==> config.mk <==
export PLATFORM = sky130hd
export DESIGN_NAME = wdg_window
export DESIGN_NICKNAME = d
export VERILOG_FILES = /design/src/rtl/wdw_pkg.sv /design/src/rtl/wdw_tick_gen.sv /design/src/rtl/wdw_window_chk.sv /design/src/rtl/wdg_window.sv
export SDC_FILE = /design/constraint.sdc
export NUM_CORES = 1
export LEC_CHECK = 0
export BUFFER_PORTS_ARGS = -buffer_cell sky130_fd_sc_hd__clkbuf_2
export CAP_MARGIN = 20
export CORE_ASPECT_RATIO = 1.4
export CORE_MARGIN = 2
export CORE_UTILIZATION = 30
export DETAILED_ROUTE_END_ITERATION = 12
export GPL_ROUTABILITY_DRIVEN = 0
export HOLD_SLACK_MARGIN = 0.02
export PLACE_DENSITY_LB_ADDON = 0.08
export SLEW_MARGIN = 20
export SYNTH_ARGS = -nofsm -noshare
export SYNTH_HDL_FRONTEND = slang
export SYNTH_SLANG_ARGS = --single-unit
==> constraint.sdc <==
create_clock -name clk -period 5.29 [get_ports clk]
set_input_delay 0.529 -clock clk [delete_from_list [all_inputs] [get_ports clk]]
set_output_delay 0.529 -clock clk [all_outputs]
set_load 0.1 [all_outputs]
==> src/rtl/wdw_pkg.sv <==
package wdw_pkg;
    localparam int CNT_W = 7;
    localparam int DATA_W = 16;
    localparam logic [1:0] ADDR_CTRL = 2'd0;
    localparam logic [1:0] ADDR_CFG = 2'd1;
    localparam logic [1:0] ADDR_STAT = 2'd2;
    localparam logic [CNT_W-1:0] CNT_INIT = 7'h7F;
    localparam logic [CNT_W-1:0] CNT_WARN = 7'h40;
    localparam logic [CNT_W-1:0] CNT_PRE_WARN = 7'h41;

    typedef struct packed {
        logic [CNT_W-1:0] cnt;
        logic             armed;
        logic [CNT_W-1:0] win;
        logic [1:0]       sel;
        logic             ewi_en;
        logic             flag;
        logic             rst;
    } wdw_state_t;
endpackage

==> src/rtl/wdw_tick_gen.sv <==
module wdw_tick_gen #(
    parameter int BASE_DIV = 4096,
    localparam int PRE_W = $clog2(BASE_DIV) + 3
) (
    input  logic       clk,
    input  logic       rst_n,
    input  logic       freeze_i,
    input  logic       restart_i,
    input  logic [1:0] sel_i,
    output logic       tick_o
);
    logic [PRE_W-1:0] cnt_d, cnt_q;
    logic [PRE_W-1:0] limit;

    always_comb begin
        limit  = (PRE_W'(BASE_DIV) << sel_i) - PRE_W'(1);
        tick_o = !freeze_i && !restart_i && (cnt_q == limit);
        cnt_d  = cnt_q;
        if (restart_i)     cnt_d = '0;
        else if (freeze_i) cnt_d = cnt_q;
        else if (tick_o)   cnt_d = '0;
        else               cnt_d = cnt_q + PRE_W'(1);
    end

    always_ff @(posedge clk or negedge rst_n) begin
        if (!rst_n) cnt_q <= '0;
        else        cnt_q <= cnt_d;
    end
endmodule

==> src/rtl/wdw_window_chk.sv <==
module wdw_window_chk
    import wdw_pkg::*;
(
    input  logic             armed_i,
    input  logic             refresh_i,
    input  logic [CNT_W-1:0] cnt_i,
    input  logic [CNT_W-1:0] win_i,
    output logic             early_o
);
    always_comb early_o = armed_i && refresh_i && (cnt_i > win_i);
endmodule

==> src/rtl/wdg_window.sv <==
module wdg_window
    import wdw_pkg::*;
#(
    parameter int BASE_DIV = 4096
) (
    input  logic        clk,
    input  logic        rst_n,
    input  logic        dbg_freeze_i,
    input  logic        wr_en_i,
    input  logic [1:0]  addr_i,
    input  logic [15:0] wdata_i,
    output logic [15:0] rdata_o,
    output logic        irq_o,
    output logic        wdg_rst_o
);
    wdw_state_t st_d, st_q;
    logic ctrl_wr, cfg_wr, stat_wr;
    logic tick, early;

    assign ctrl_wr = wr_en_i && (addr_i == ADDR_CTRL);
    assign cfg_wr  = wr_en_i && (addr_i == ADDR_CFG);
    assign stat_wr = wr_en_i && (addr_i == ADDR_STAT);

    wdw_tick_gen #(.BASE_DIV(BASE_DIV)) u_tick (
        .clk       (clk),
        .rst_n     (rst_n),
        .freeze_i  (dbg_freeze_i),
        .restart_i (ctrl_wr),
        .sel_i     (st_q.sel),
        .tick_o    (tick)
    );

    wdw_window_chk u_win (
        .armed_i   (st_q.armed),
        .refresh_i (ctrl_wr),
        .cnt_i     (st_q.cnt),
        .win_i     (st_q.win),
        .early_o   (early)
    );

    always_comb begin
        st_d     = st_q;
        st_d.rst = 1'b0;
        if (stat_wr && !wdata_i[0]) st_d.flag = 1'b0;
        if (cfg_wr) begin
            st_d.win    = wdata_i[6:0];
            st_d.sel    = wdata_i[8:7];
            st_d.ewi_en = wdata_i[9];
        end
        if (ctrl_wr) begin
            st_d.cnt   = wdata_i[6:0];
            st_d.armed = st_q.armed | wdata_i[7];
            if (early) st_d.rst = 1'b1;
        end else if (tick) begin
            st_d.cnt = st_q.cnt - 7'd1;
            if (st_q.cnt == CNT_PRE_WARN) st_d.flag = 1'b1;
            if (st_q.cnt == CNT_WARN && st_q.armed) st_d.rst = 1'b1;
        end
    end

    always_ff @(posedge clk or negedge rst_n) begin
        if (!rst_n) begin
            st_q <= '{cnt: CNT_INIT, armed: 1'b0, win: CNT_INIT, sel: 2'd0,
                      ewi_en: 1'b0, flag: 1'b0, rst: 1'b0};
        end else begin
            st_q <= st_d;
        end
    end

    always_comb begin
        rdata_o = '0;
        case (addr_i)
            ADDR_CTRL: rdata_o = {8'd0, st_q.armed, st_q.cnt};
            ADDR_CFG:  rdata_o = {6'd0, st_q.ewi_en, st_q.sel, st_q.win};
            ADDR_STAT: rdata_o = {15'd0, st_q.flag};
            default:   rdata_o = '0;
        endcase
    end

    assign irq_o     = st_q.flag && st_q.ewi_en;
    assign wdg_rst_o = st_q.rst;
endmodule

==> Word level (Yosys, flattened, before mapping) <==
Index checks and enable logic that the tools add are counted.
{ "totals": {"ff_bits": 35, "latchBits": 0, "ramBits": 0, "romBits": 0, "out_inout_bits": 18, "memories": 0} }
{ "op_classes": {"addsub": 3, "n_mul": 0, "n_div": 0, "order_cmp": 1, "n_eq_ne": 6, "n_shift": 1, "n_mux": 13, "bitwise_logic": 1, "reduce_logical": 15} }
{ "op_table": {"columns": ["operator", "n"], "rows": [
  ["$mux 15", 3],
  ["$pmux 10 s3", 1],
  ["$add 15x1->15 const B", 1],
  ["$eq 15x15->1", 1],
  ["$shl 13x2->15 const A", 1],
  ["$sub 15x2->15 const B", 1],
  ["$eq 7x7->1 const B", 2],
  ["$mux 7", 2],
  ["$logic_and 1x1->1", 10],
  ["$gt 7x7->1", 1],
  ["$sub 7x1->7 const B", 1],
  ["$mux 1", 6],
  ["$logic_not 1->1", 3],
  ["$eq 2x1->1 const B", 1],
  ["$eq 2x2->1 const B", 1],
  ["$logic_not 2->1", 1],
  ["$mux 2", 1],
  ["$ne 2x1->1 const B", 1],
  ["$reduce_bool 2->1", 1],
  ["$or 1x1->1", 1]
]} }

==> Logic depth before layout (Yosys ltp) <==
{ "depth": {"word_depth": 8, "ltp_mapped": 8, "depth_no_buf": 7} }

==> By module <==
From an unflattened synthesis, not the netlist that was laid out.
{ "hier_totals": {"cells_unflattened": 225, "area_unflattened_um2": 2188.3} }
{ "by_module_without_submodules": {"columns": ["module", "instances", "cells_per_inst", "area_each_um2"], "rows": [
  ["wdg_window", 1, 106, 1124.8],
  ["wdw_tick_gen", 1, 94, 884.6],
  ["wdw_window_chk", 1, 25, 178.9]
]} }

==> Worst setup path before layout <==
Ideal clock, no wire load.
{ "synth_path": {"path_type": "in2out", "start": "input port addr_i[0]", "end": "output port rdata_o[0]", "arrival_time_ns": 3.161, "t_required_ns": 4.761, "setup_slack_ns": 1.600, "cell_stages": 3, "cell_sequence": "buf_1 > mux2i_1 > o21ai_0"} }
{ "synth_between": {"elab_chain_cells": 2} }
{ "synth_rtl": {"columns": ["item", "line", "source"], "rows": [
  ["start: declaration", "wdg_window.sv:10", "input logic [1:0] addr_i,"],
  ["$eq 2x2->1, or another cell as far along", "wdg_window.sv:72", "case (addr_i)"],
  ["$pmux 10 s3 (*)", "wdg_window.sv:72", null],
  ["end: declaration", "wdg_window.sv:12", "output logic [15:0] rdata_o,"]
]} }
Every way passes the cells marked *; elsewhere a longest branch is shown, timed or not.

==> Worst setup path in the final report <==
{ "layout_path": {"start": "input port addr_i[0]", "end": "register u_tick.cnt_q[9]"} }
{ "layout_between": {"elab_chain_cells": 8} }
{ "layout_rtl": {"columns": ["item", "line", "source"], "rows": [
  ["$logic_not 2->1 (*)", "wdg_window.sv:20", "assign ctrl_wr = wr_en_i && (addr_i == ADDR_CTRL);"],
  ["$logic_and 1x1->1 (*)", "wdg_window.sv:20", null],
  ["$logic_not 1->1", "wdw_tick_gen.sv:17", "tick_o = !freeze_i && !restart_i && (cnt_q == limit);"],
  ["$logic_and 1x1->1 (2 in series)", "wdw_tick_gen.sv:17", null],
  ["$mux 15", "wdw_tick_gen.sv:21", "else if (tick_o) cnt_d = '0;"],
  ["$mux 15", "wdw_tick_gen.sv:20", "else if (freeze_i) cnt_d = cnt_q;"],
  ["$mux 15", "wdw_tick_gen.sv:19", "if (restart_i) cnt_d = '0;"],
  ["end signal: assignment", "wdw_tick_gen.sv:27", "else cnt_q <= cnt_d;"],
  ["end: declaration", "wdw_tick_gen.sv:12", "logic [PRE_W-1:0] cnt_d, cnt_q;"]
]} }
Every way passes the cells marked *; elsewhere a longest branch is shown, timed or not. The select of a mux whose other input is x is not followed.
A chain may end at the register's enable or synchronous reset.

==> summary.md <==
| Metric | Value |
|---|---|
| Routed via count | about 1,500 |
| Routed WL | 4817 µm |
| Post-synth ARST share | 1.000 |
| # diodes | 0 |
| First-pass GRT wire length | roughly 8000 µm |
| Initial drt markers | 54 |
| Worst setup SP type | primary input |
| Share of layout cells above drive strength 1 | 0.2941 |
| Die ar. | 0.008003 mm² |
| Clk sink count | 35 |
| Slew headroom | 0.3668 |
| Cts repair resizes | 0 |
| Critical path's slowest cell | or3b_1 |
| Worst-Skew Late Latency | between 0.2 and 0.3 ns |
| Largest net degree at the start of global routing | 36 |
| Top_reg_cell synth | dfrtp_1 |
| Global Route Usage Sum | 0.1280 |
| Synth Cell Area | 0.002188 mm² |
| Clk_skew | 0.006194 ns |
| Residual overflow from global routing | 0 |
| Crit-path max FO | 15 |
| Synthesized flop and latch total | 35 |
| Cells after Synth | roughly 210 |
| CP Class | primary input to flip-flop |
| Number of flops mapped to enable cells by yosys | 0 |
| Met2 usage | 0.2468 |
| Avg Cell Area, Syn | between 10 and 15 µm² |
| Post-synth cell types | 49 |
| Die height | 105.1 µm |
| Global route hottest layer | met2 |
| DRC viols | 0 |
| Met3 Track Usage GR | 0.02677 |
| Post-CTS Setup Bufs | 0 |
| Rows | 36 |
| M1 GR Usage | 0.1380 |
| Family with the most delay on the worst path | simple AND/OR/NAND/NOR gates |
| Min-delay worst type | primary input to asynchronous set/reset pin |
| Minimum clock period | 2.326 ns |
| Worst stage delay on the critical path | 0.73 ns |
| Root Driver | clkbuf_8 |
| Combinational power share | 0.297 |
| Starting Density | 0.3114 |
| Num CTS Buffers | 5 |
| Post-synth top area cell | dfrtp_1 |
| Slew Limit Fails | 0 |
| Post-route setup TNS | 0 ns |
| Leak | between 1 and 1.5 nW |
| WP data required | 5.44 ns |
| Fillers | 757 |
| Clk pwr share | 0.287 |
| Final period utilization | 0.4397 |
| Max VDD drop | 125.7 µV |
| Clock-pin slew on the worst setup and hold paths | 0.08 ns |
| CTS hold repair buffers | 0 |
| Initial antenna violation count | 0 |
| Sequential share of power | 0.416 |
| CTS tree | done |
| Buf/Inv on CP | 1 |
| Area Overhead vs Synth | 13.44% |
| Synth area leaders | dfrtp_1 (24%), dfstp_2 (17%), ha_1 (6.3%) |
| Final Hold Vio Count | 0 |
| Post-synth top area share | 0.2401 |
| Vias in the first global route | 1,619 |
| MaxCap Viol Count | 0 |
| Hold WS | 0.3533 ns |
| Crit path DAT | 2.48 ns |
| Antenna-violating nets left | 0 |
| Ys Warns | 0 |
| Avg Vias per Cell | 4.625 |
| Crit-path cells | clkbuf_2 > or3b_1 > a2111oi_4 > nand4_1 > xor2_1 > nor2_1 |
| Sequential area share after synthesis | 0.4082 |
| Wire per inst | 14.47 µm |
| H-tree depth | 2 |
| Final #Nets | 270 |
| Die Width | between 70 and 80 µm |
| Std-Cell Core Area | 0.007027 mm² |
| TritonRoute pass-1 iters | 4 |
| Switching power | 324.8 µW |
| Pwr dens | ~360 mW/mm² |
| Final HPWL DP | 3468 µm |
| RSZ-0062 raised after global routing | no |
| Switching portion of total power | 0.3677 |
| Cell internal pwr | about 560 µW |
| FMAX | 0.4299 GHz |
| Io pins | 40 |
| Tightest Pin Transition | 0.9478 ns |
| Final Setup Violations | 0 |
| Max Root-Sink Buffers | 2 |
| Outcome | finished, final reports clean |
| Setup crit end kind | flip-flop |
| PortBufs | 27 |
-- per-layer routing --
| layer | vias up | part of all wire |
|---|---|---|
| met5 | - | 0 |
| met4 | 0 | 0.012 |
| met3 | 4 | 0.024 |
| met2 | 15 | 0.55 |
| met1 | 751 | 0.41 |
| li1 | 770 | - |
-- cell type report --
class                      instances  area, µm²  area share
multi-input combinational        159       1184      0.4768
sequential                        35      893.4      0.3599
timing repair buffer              27      135.1     0.05444
tap                               95      118.9     0.04788
clock buffer                       6      82.58     0.03327
clock inverter                     2      35.03     0.01411
inverter                           9      33.78     0.01361
-- per-stage QoR --
step / worst slack (ns) / power, mW / util / cell area, µm² / std cells
5_1_grt: 2.787 / 0.9385 / 0.3533 / 2482 / 333
3_3_place_gp: 2.622 / 0.6378 / 0.3365 / 2365 / 325
3_5_place_dp: 2.629 / 0.6383 / 0.3365 / 2365 / 325
4_1_cts: 2.933 / 0.9035 / 0.3533 / 2482 / 333
6_report: 2.964 / 0.8833 / 0.3533 / 2482 / 333
2_1_floorplan: 1.601 / 0.5814 / - / 2207 / 216
-- synthesized netlist by cell type, drive strengths merged (3+ instances only) --
library cell,instances
nand4,5
dfstp,14
xor2,10
nor2,28
mux2,11
dfrtp,21
or3,6
inv,9
buf,12
and2,3
ha,11
nand3,5
nand2,12
xnor2,8
mux2i,8
a21oi,3
nor2b,4
a31oi,4
a211oi,3
nand3b,3
o21ai,7
-- sequential cells by signal (all words and copies together) (netlist names) --
signal / flops
st_q: 19
u_tick.cnt_q: 15
wdg_rst_o: 1
-- placed cells by master (no fill, tap or decap), types with 2 or more instances in the layout --
cell,n
nor2_1,28
clkbuf_2,27
dfrtp_1,21
dfstp_2,14
nand2_1,12
mux2_2,11
ha_1,11
xor2_1,10
inv_1,9
mux2i_1,8
xnor2_1,8
o21ai_0,7
or3_1,6
conb_1,6
clkbuf_8,6
nand4_1,5
nor2b_1,4
a31oi_1,4
and2_1,3
nand3_1,3
a21oi_1,3
nand3b_1,2
a31o_2,2
a21o_1,2
or3b_1,2
a211oi_1,2
-- worst paths after layout --
| check | cells past startpoint | from | to | slack [ns] |
|---|---|---|---|---|
| setup / recovery | 6 | addr_i[0] | u_tick.cnt_q[9]$_DFFE_PN0P_ | 2.96 |
| hold / removal | 1 | rst_n | st_q[2]$_DFFE_PN0P_ | 0.35 |
| setup reg to reg | 6 | u_tick.cnt_q[0]$_DFFE_PN0P_ | u_tick.cnt_q[6]$_DFFE_PN0P_ | 3.19 |
| hold reg to reg | 1 | st_q[2]$_DFFE_PN0P_ | st_q[2]$_DFFE_PN0P_ | 0.52 |
| max in group asynchronous | 1 | rst_n | u_tick.cnt_q[8]$_DFFE_PN0P_ | 4.36 |
| min in group clk | 3 | wdata_i[1] | st_q[14]$_DFFE_PN1P_ | 0.46 |
-- power by group through the flow --
| stage | clock network, mW | registers [mW] | logic, mW |
|---|---|---|---|
| final | 0.254 | 0.368 | 0.262 |
| after global placement | 0 | 0.373 | 0.265 |
| after CTS | 0.267 | 0.369 | 0.267 |
| after floorplan | 0 | 0.362 | 0.219 |
| after global routing | 0.274 | 0.375 | 0.290 |
| after detailed placement | 0 | 0.373 | 0.265 |
-- worst reg2reg max path, stage by stage, from the launching register on --
cell      delay, ns
dfrtp_1        0.40
ha_1           0.29
nand3b_4       0.11
nor4_4         0.31
nand3_2        0.28
nand2_1        0.48
nor2_1         0.11
-- cells by family after synthesis --
group	count (synthesis)	synth area share
XOR/XNOR	18	0.07204
AND/OR/NAND/NOR	78	0.2064
AO/OA/AOI/OAI	27	0.09605
adder cells (fa/ha/maj)	11	0.06289
other	1	0.001714
multiplexers	19	0.09320
buffers and inverters	22	0.05946
flip-flops	35	0.4082
Power figures use the tool's default switching activity.
